### src/rtl/can_filt_pkg.sv
package can_filt_pkg;

    // Filter granularity selected by the mode input
    typedef enum logic [1:0] {
        FM_WIDE    = 2'b00,
        FM_HALF    = 2'b01,
        FM_QUARTER = 2'b10,
        FM_CLOSED  = 2'b11
    } filt_mode_e;

    // Code/mask bytes per bank and half-filters per bank
    localparam int BANK_BYTES = 4;
    localparam int BANK_HALVES = 2;

endpackage

### src/rtl/can_filt_regs.sv
module can_filt_regs
    import can_filt_pkg::*;
#(
    parameter int BYTE_W    = 8,
    parameter int NUM_BANKS = 2,
    localparam int NREG     = NUM_BANKS * BANK_BYTES,
    localparam int IDX_W    = $clog2(NREG),
    localparam int ADDR_W   = IDX_W + 1
) (
    input  logic                        clk,
    input  logic                        rst_n,
    input  logic                        we,
    input  logic [ADDR_W-1:0]           addr,
    input  logic [BYTE_W-1:0]           wdata,
    output logic [NREG-1:0][BYTE_W-1:0] code,
    output logic [NREG-1:0][BYTE_W-1:0] mask
);

    typedef struct packed {
        logic [NREG-1:0][BYTE_W-1:0] code;
        logic [NREG-1:0][BYTE_W-1:0] mask;
    } regs_s;

    regs_s regs_d, regs_q;

    logic            sel_mask;
    logic [IDX_W-1:0] sel_idx;

    assign sel_mask = addr[ADDR_W-1];
    assign sel_idx  = addr[IDX_W-1:0];

    always_comb begin
        regs_d = regs_q;
        if (we) begin
            if (sel_mask) begin
                regs_d.mask[sel_idx] = wdata;
            end else begin
                regs_d.code[sel_idx] = wdata;
            end
        end
    end

    always_ff @(posedge clk or negedge rst_n) begin
        if (!rst_n) begin
            regs_q <= '0;
        end else begin
            regs_q <= regs_d;
        end
    end

    assign code = regs_q.code;
    assign mask = regs_q.mask;

endmodule

### src/rtl/can_filt_bank.sv
module can_filt_bank
    import can_filt_pkg::*;
#(
    parameter int BYTE_W = 8
) (
    input  logic [BANK_BYTES-1:0][BYTE_W-1:0] code,
    input  logic [BANK_BYTES-1:0][BYTE_W-1:0] mask,
    input  logic [BANK_BYTES-1:0][BYTE_W-1:0] id,
    output logic                              hit_wide,
    output logic [BANK_HALVES-1:0]            hit_half,
    output logic [BANK_BYTES-1:0]             hit_quarter
);

    // Per-byte match of identifier byte k against code byte k (wide mode)
    logic [BANK_BYTES-1:0] lane_eq;
    // Match of identifier byte 0 against each code byte (quarter mode)
    logic [BANK_BYTES-1:0] first_eq;
    // Match of identifier byte 1 against each code byte (half mode)
    logic [BANK_BYTES-1:0] second_eq;

    for (genvar k = 0; k < BANK_BYTES; k++) begin : g_byte
        assign lane_eq[k]   = ((id[k] ^ code[k]) & ~mask[k]) == '0;
        assign first_eq[k]  = ((id[0] ^ code[k]) & ~mask[k]) == '0;
        assign second_eq[k] = ((id[1] ^ code[k]) & ~mask[k]) == '0;
    end

    for (genvar h = 0; h < BANK_HALVES; h++) begin : g_half
        assign hit_half[h] = first_eq[2*h] & second_eq[2*h+1];
    end

    assign hit_wide    = &lane_eq;
    assign hit_quarter = first_eq;

endmodule

### src/rtl/can_filt_prio.sv
module can_filt_prio #(
    parameter int NFILT = 8,
    localparam int IDX_W = $clog2(NFILT)
) (
    input  logic [NFILT-1:0] req,
    output logic [IDX_W-1:0] idx
);

    // Lowest set bit wins; zero when no bit is set
    always_comb begin
        idx = '0;
        for (int i = NFILT - 1; i >= 0; i--) begin
            if (req[i]) begin
                idx = IDX_W'(i);
            end
        end
    end

endmodule

### src/rtl/can_id_filter.sv
module can_id_filter
    import can_filt_pkg::*;
#(
    parameter int BYTE_W    = 8,
    parameter int NUM_BANKS = 2,
    localparam int NREG     = NUM_BANKS * BANK_BYTES,
    localparam int NFILT    = NUM_BANKS * BANK_BYTES,
    localparam int NHALF    = NUM_BANKS * BANK_HALVES,
    localparam int IDX_W    = $clog2(NFILT),
    localparam int ADDR_W   = $clog2(NREG) + 1,
    localparam int ID_W     = BANK_BYTES * BYTE_W
) (
    input  logic              clk,
    input  logic              rst_n,
    input  logic              cfg_we,
    input  logic [ADDR_W-1:0] cfg_addr,
    input  logic [BYTE_W-1:0] cfg_wdata,
    input  logic [1:0]        mode,
    input  logic              id_valid,
    input  logic [ID_W-1:0]   id_bytes,
    input  logic              rxf_clr,
    output logic              accept,
    output logic [NFILT-1:0]  hit_vec,
    output logic [IDX_W-1:0]  hit_idx,
    output logic              rx_full
);

    typedef struct packed {
        logic             accept;
        logic [NFILT-1:0] hits;
        logic [IDX_W-1:0] idx;
        logic             full;
    } res_s;

    res_s res_d, res_q;

    logic [NREG-1:0][BYTE_W-1:0]       code, mask;
    logic [BANK_BYTES-1:0][BYTE_W-1:0] id_arr;
    logic [NUM_BANKS-1:0]              hit_wide;
    logic [NHALF-1:0]                  hit_half;
    logic [NFILT-1:0]                  hit_quarter;
    logic [NFILT-1:0]                  sel_hits;
    logic [IDX_W-1:0]                  low_idx;
    filt_mode_e                        mode_e;

    assign mode_e = filt_mode_e'(mode);

    // Byte 0 of the identifier sits in the most significant bits
    for (genvar k = 0; k < BANK_BYTES; k++) begin : g_id
        assign id_arr[k] = id_bytes[ID_W-1-k*BYTE_W -: BYTE_W];
    end

    can_filt_regs #(
        .BYTE_W   (BYTE_W),
        .NUM_BANKS(NUM_BANKS)
    ) regs_i (
        .clk  (clk),
        .rst_n(rst_n),
        .we   (cfg_we),
        .addr (cfg_addr),
        .wdata(cfg_wdata),
        .code (code),
        .mask (mask)
    );

    for (genvar b = 0; b < NUM_BANKS; b++) begin : g_bank
        can_filt_bank #(
            .BYTE_W(BYTE_W)
        ) bank_i (
            .code       (code[b*BANK_BYTES +: BANK_BYTES]),
            .mask       (mask[b*BANK_BYTES +: BANK_BYTES]),
            .id         (id_arr),
            .hit_wide   (hit_wide[b]),
            .hit_half   (hit_half[b*BANK_HALVES +: BANK_HALVES]),
            .hit_quarter(hit_quarter[b*BANK_BYTES +: BANK_BYTES])
        );
    end

    // Re-partition bank results into filter indices by mode
    always_comb begin
        sel_hits = '0;
        unique case (mode_e)
            FM_WIDE:    sel_hits[NUM_BANKS-1:0] = hit_wide;
            FM_HALF:    sel_hits[NHALF-1:0]     = hit_half;
            FM_QUARTER: sel_hits                = hit_quarter;
            FM_CLOSED:  sel_hits                = '0;
            default:    sel_hits                = '0;
        endcase
    end

    can_filt_prio #(
        .NFILT(NFILT)
    ) prio_i (
        .req(sel_hits),
        .idx(low_idx)
    );

    always_comb begin
        res_d        = res_q;
        res_d.accept = 1'b0;
        if (id_valid) begin
            res_d.hits   = sel_hits;
            res_d.idx    = low_idx;
            res_d.accept = |sel_hits;
        end
        res_d.full = (res_q.full & ~rxf_clr) | res_d.accept;
    end

    always_ff @(posedge clk or negedge rst_n) begin
        if (!rst_n) begin
            res_q <= '0;
        end else begin
            res_q <= res_d;
        end
    end

    assign accept  = res_q.accept;
    assign hit_vec = res_q.hits;
    assign hit_idx = res_q.idx;
    assign rx_full = res_q.full;

endmodule

### config.mk
export PLATFORM = sky130hd
export DESIGN_NAME = can_id_filter
export DESIGN_NICKNAME = d
export VERILOG_FILES = /design/src/rtl/can_filt_pkg.sv /design/src/rtl/can_filt_regs.sv /design/src/rtl/can_filt_bank.sv /design/src/rtl/can_filt_prio.sv /design/src/rtl/can_id_filter.sv
export SDC_FILE = /design/constraint.sdc
export NUM_CORES = 1
export LEC_CHECK = 0
export ABC_AREA = 1
export BUFFER_PORTS_ARGS = -buffer_cell sky130_fd_sc_hd__buf_2
export CORE_MARGIN = 2
export CORE_UTILIZATION = 60
export CTS_BUF_LIST = sky130_fd_sc_hd__clkbuf_4 sky130_fd_sc_hd__clkbuf_8
export DETAILED_ROUTE_END_ITERATION = 8
export PLACE_DENSITY_LB_ADDON = 0.12
export SETUP_SLACK_MARGIN = 0.3
export SLEW_MARGIN = 5
export SYNTH_ARGS = -nofsm -noshare
export SYNTH_HDL_FRONTEND = slang
export SYNTH_HIERARCHICAL = 1
export SYNTH_SLANG_ARGS = --single-unit
### constraint.sdc
create_clock -name clk -period 1.9 [get_ports clk]
set_input_delay 0.475 -clock clk [delete_from_list [all_inputs] [get_ports clk]]
set_output_delay 0.475 -clock clk [all_outputs]
set_load 0.005 [all_outputs]
==> qor.csv <==
stage,metric,value,unit
outcome,status,"finished, violations left",
outcome,failed_checks,negative setup slack,
sta,final_hold_viol_count,0,
yosys,syn_area_per_cell,6.50,sq um
sta,setup_slack,-0.0235,ns
drt,drc_errors,0,
worst_setup_path,cpPeakStageDelay,0.42,ns
grt,overflow,0,
place,globalplace.congestion,0.941,
cells_and_area,diodes,0,
yosys,synth-seq-cells,141,
hold_path,min_to,rx_full,
job,cap_violations,0,
place,port_buffers,63,
worst_setup_path,cp_data_arrival_time,2.31,ns
cts,insertion_delay,0.45,ns
pwr,power.share.clock,29.3,%
yosys,muxShareOfSynthArea,0,%
yosys,syn-cell-area,0.00857,sq mm
yosys,synth_simple_gate_area_share,40.8,%
grt,antenna_found_initial,0,
floorplan,fp-row-count,43,
cells_and_area,fin_util,72.6,%
yosys,ys_types,30,
drt,ant_nets,0,
hold_path,hold_depth,4,
hold_path,hp-class,input pin to flip-flop,
yosys,netlist_instances,1319,
worst_setup_path,crit-reg2reg-capture,hit_idx[2],
sta,clock.fmax,0.520,GHz
grt,grt.total_usage,35.5,%
yosys,synth_top_family_by_area,simple AND/OR/NAND/NOR gates,
cells_and_area,final_common_cell,nand2_1,
worst_setup_path,endpoint_kind,flip-flop,
floorplan,initial_utilization,61.5,%
cells_and_area,layout_common_cells,"nand2_1, inv_1, dfrtp_1",
yosys,synthAdderAreaFrac,0.438,%
cts,cts_num_sinks,141,
grt,grt_pass1_vias,7984,
pwr,pwr-share-comb,27.5,%
sta,maxSlewViolCount,0,
cells_and_area,drive_gt1_share,16.9,%
worst_setup_path,rr_worst_depth,15,
floorplan,core,0.0139,sq mm
cts,h-tree-depth,4,
cells_and_area,syn_to_final_growth,17.9,%
worst_setup_path,path_common_cell,nand2_1,
sta,slew_headroom,57.0,%
yosys,synth-compound-area-share,6.73,%
sta,fin_tns_setup,-0.0281,ns
floorplan,ioPinCount,64,
worst_setup_path,path_cells,"nand2_1, nand2_1, nor2_1, nor2_1, nand2_1, nor2_2, nand2_2, nor2_2, or2_0, nand2_2, inv_2, or2_4, nor3b_2, nand2_1, nand2_1",
sta,finalCritPeriodShare,101,%
cts,clock_path_buffers,2,
floorplan,die_width,124,um
pwr,switchingPower,3.24,mW
worst_setup_path,critical_path.startpoint,regs_i/code[45],
worst_setup_path,cp_top_family,simple AND/OR/NAND/NOR gates,
cells_and_area,fin_nets,1486,
worst_setup_path,path_buf_inv,1,
drt,via_per_inst,5.45,
drt,wl_per_cell,16.2,um
drt,drt_iter0_markers,1075,
yosys,yosys_warnings,6,
pwr,switching_share,34.3,%
sta,grt_setup_unrepaired,true,
worst_setup_path,required,2.28,ns
place,dpl.hpwl,18.5,mm
pwr,power_density,934,mW/mm^2
cts,cts.clk_slew.worst_paths,0.08,ns
drt,drt_wl_total,26.2,mm
drt,num_vias,8845,
yosys,synth_xor_area_share,1.02,%
sta,min_period,1.92,ns
floorplan,die_h,124,um
floorplan,dieArea,0.0153,sq mm
sta,worst_pin_slew,0.643,ns
yosys,yosysSeqAreaShare,41.1,%
cts,cts_tree,yes,
sta,setup_violations,2,
grt,grt_max_degree,41,
hold_path,hold_start,rxf_clr,
worst_setup_path,regToRegSetupSlack,-0.02,ns
grt,grt_pass1_wl,40.7,mm
pwr,pwr-share-seq,43.2,%
drt,dr.pass1.iters,7,
pwr,p_leak,5.75,nW
sta,clock_skew,0.00596,ns
cts,root_buffer,clkbuf_8,
worst_setup_path,worstSetupPathType,flip-flop to flip-flop,
worst_setup_path,worstReg2RegStart,regs_i/code[45],
place,pre_cts_ws,-0.350,ns
cts,cts_buffers,17,
worst_setup_path,path_max_fanout,5,
pwr,internal-power,6.21,mW
worst_setup_path,cp-start-kind,flip-flop,
worst_setup_path,slowest_stage,dfrtp_1,
yosys,syn-num-nets,1373,
sta,worst_hold_slack,0.273,ns
pwr,peakVddDrop,0.000574,V
-- power by group through the flow --
stage / sequential (mW) / combinational [mW] / clock (mW)
3_3_place_gp: 4.10 / 2.33 / 0
3_5_place_dp: 4.12 / 2.40 / 0
6_report: 4.08 / 2.60 / 2.77
5_1_grt: 4.17 / 2.95 / 2.93
4_1_cts: 4.06 / 2.47 / 2.80
2_1_floorplan: 3.99 / 1.66 / 0
-- per-stage QoR --
step                      power (mW)  instance area, sq um  cells
after floorplan                 5.66                  8590   1319
after global placement          6.43                  9470   1582
after detailed placement        6.51                  9470   1582
after CTS                       9.33                 10000   1619
after global routing            10.0                 10100   1624
final                           9.45                 10100   1624
-- repair_timing --
item / in CTS / in global routing
endpoints found under the setup margin: 9 / 12
pin swaps: 11 / 28
hold endpoints to repair: 35 / 0
buffers inserted: 5 / 5
hold buffers: 1 / 0
cloned: 0 / 0
gates resized for setup: 19 / 41
-- how the worst max path moves through the flow --
stage	end	slack, ns	cells after the start
2_1_floorplan	hit_idx[2]	0.04	17
3_3_place_gp	hit_idx[2]	-0.31	14
3_5_place_dp	hit_idx[0]	-0.35	16
4_1_cts	hit_idx[2]	-0.02	15
5_1_grt	hit_idx[2]	-0.14	15
6_report	hit_idx[2]	-0.02	15
-- registers in the layout, summed over array words and instances (netlist names) --
name / count
accept: 1
hit_idx: 3
regs_i/mask: 64
rx_full: 1
hit_vec: 8
regs_i/code: 64
-- area by class of cell --
type                       count  area (sq um)
clock buffer                  20           263
clock inverter                11           191
fill                        1180          3820
inverter                     173           649
multi-input combinational    962          4290
sequential                   141          3540
tap                          180           225
timing repair buffer         137           962
-- metal layers --
metal | wire (um) | track usage, %
met3 | 2440 | 6.83
met1 | 11000 | 48.2
met4 | 719 | 12.1
met5 | 0 | 0
met2 | 12100 | 57.2
-- worst min-delay path, delay by kind of cell --
kind | cells | cell delay (ns)
buffers and inverters | 2 | 0.11
AND/OR/NAND/NOR | 2 | 0.10
-- Yosys cell counts, drive strengths merged --
cell,n,area share [%]
a21o,2,0.18
a21oi,36,2.1
buf,24,1.5
clkbuf,19,0.86
dfrtp,141,41
ha,3,0.44
inv,173,7.6
nand2,550,24
nand3,91,5.4
nand3b,12,1.1
nand4,38,2.8
nor2,141,6.6
nor3,1,0.12
nor3b,1,0.15
o211ai,4,0.35
o21ai,67,4.0
o22ai,2,0.15
or2,4,0.29
xnor2,6,0.61
xor2,4,0.41
-- cell families after synthesis --
family	after synthesis
buffers and inverters	216
adders and majority gates	3
AOI/OAI and AO/OA	111
DFF	141
and+or+nand+nor	838
xor gates and xnor gates	10
(Power assumes the default switching activity.)
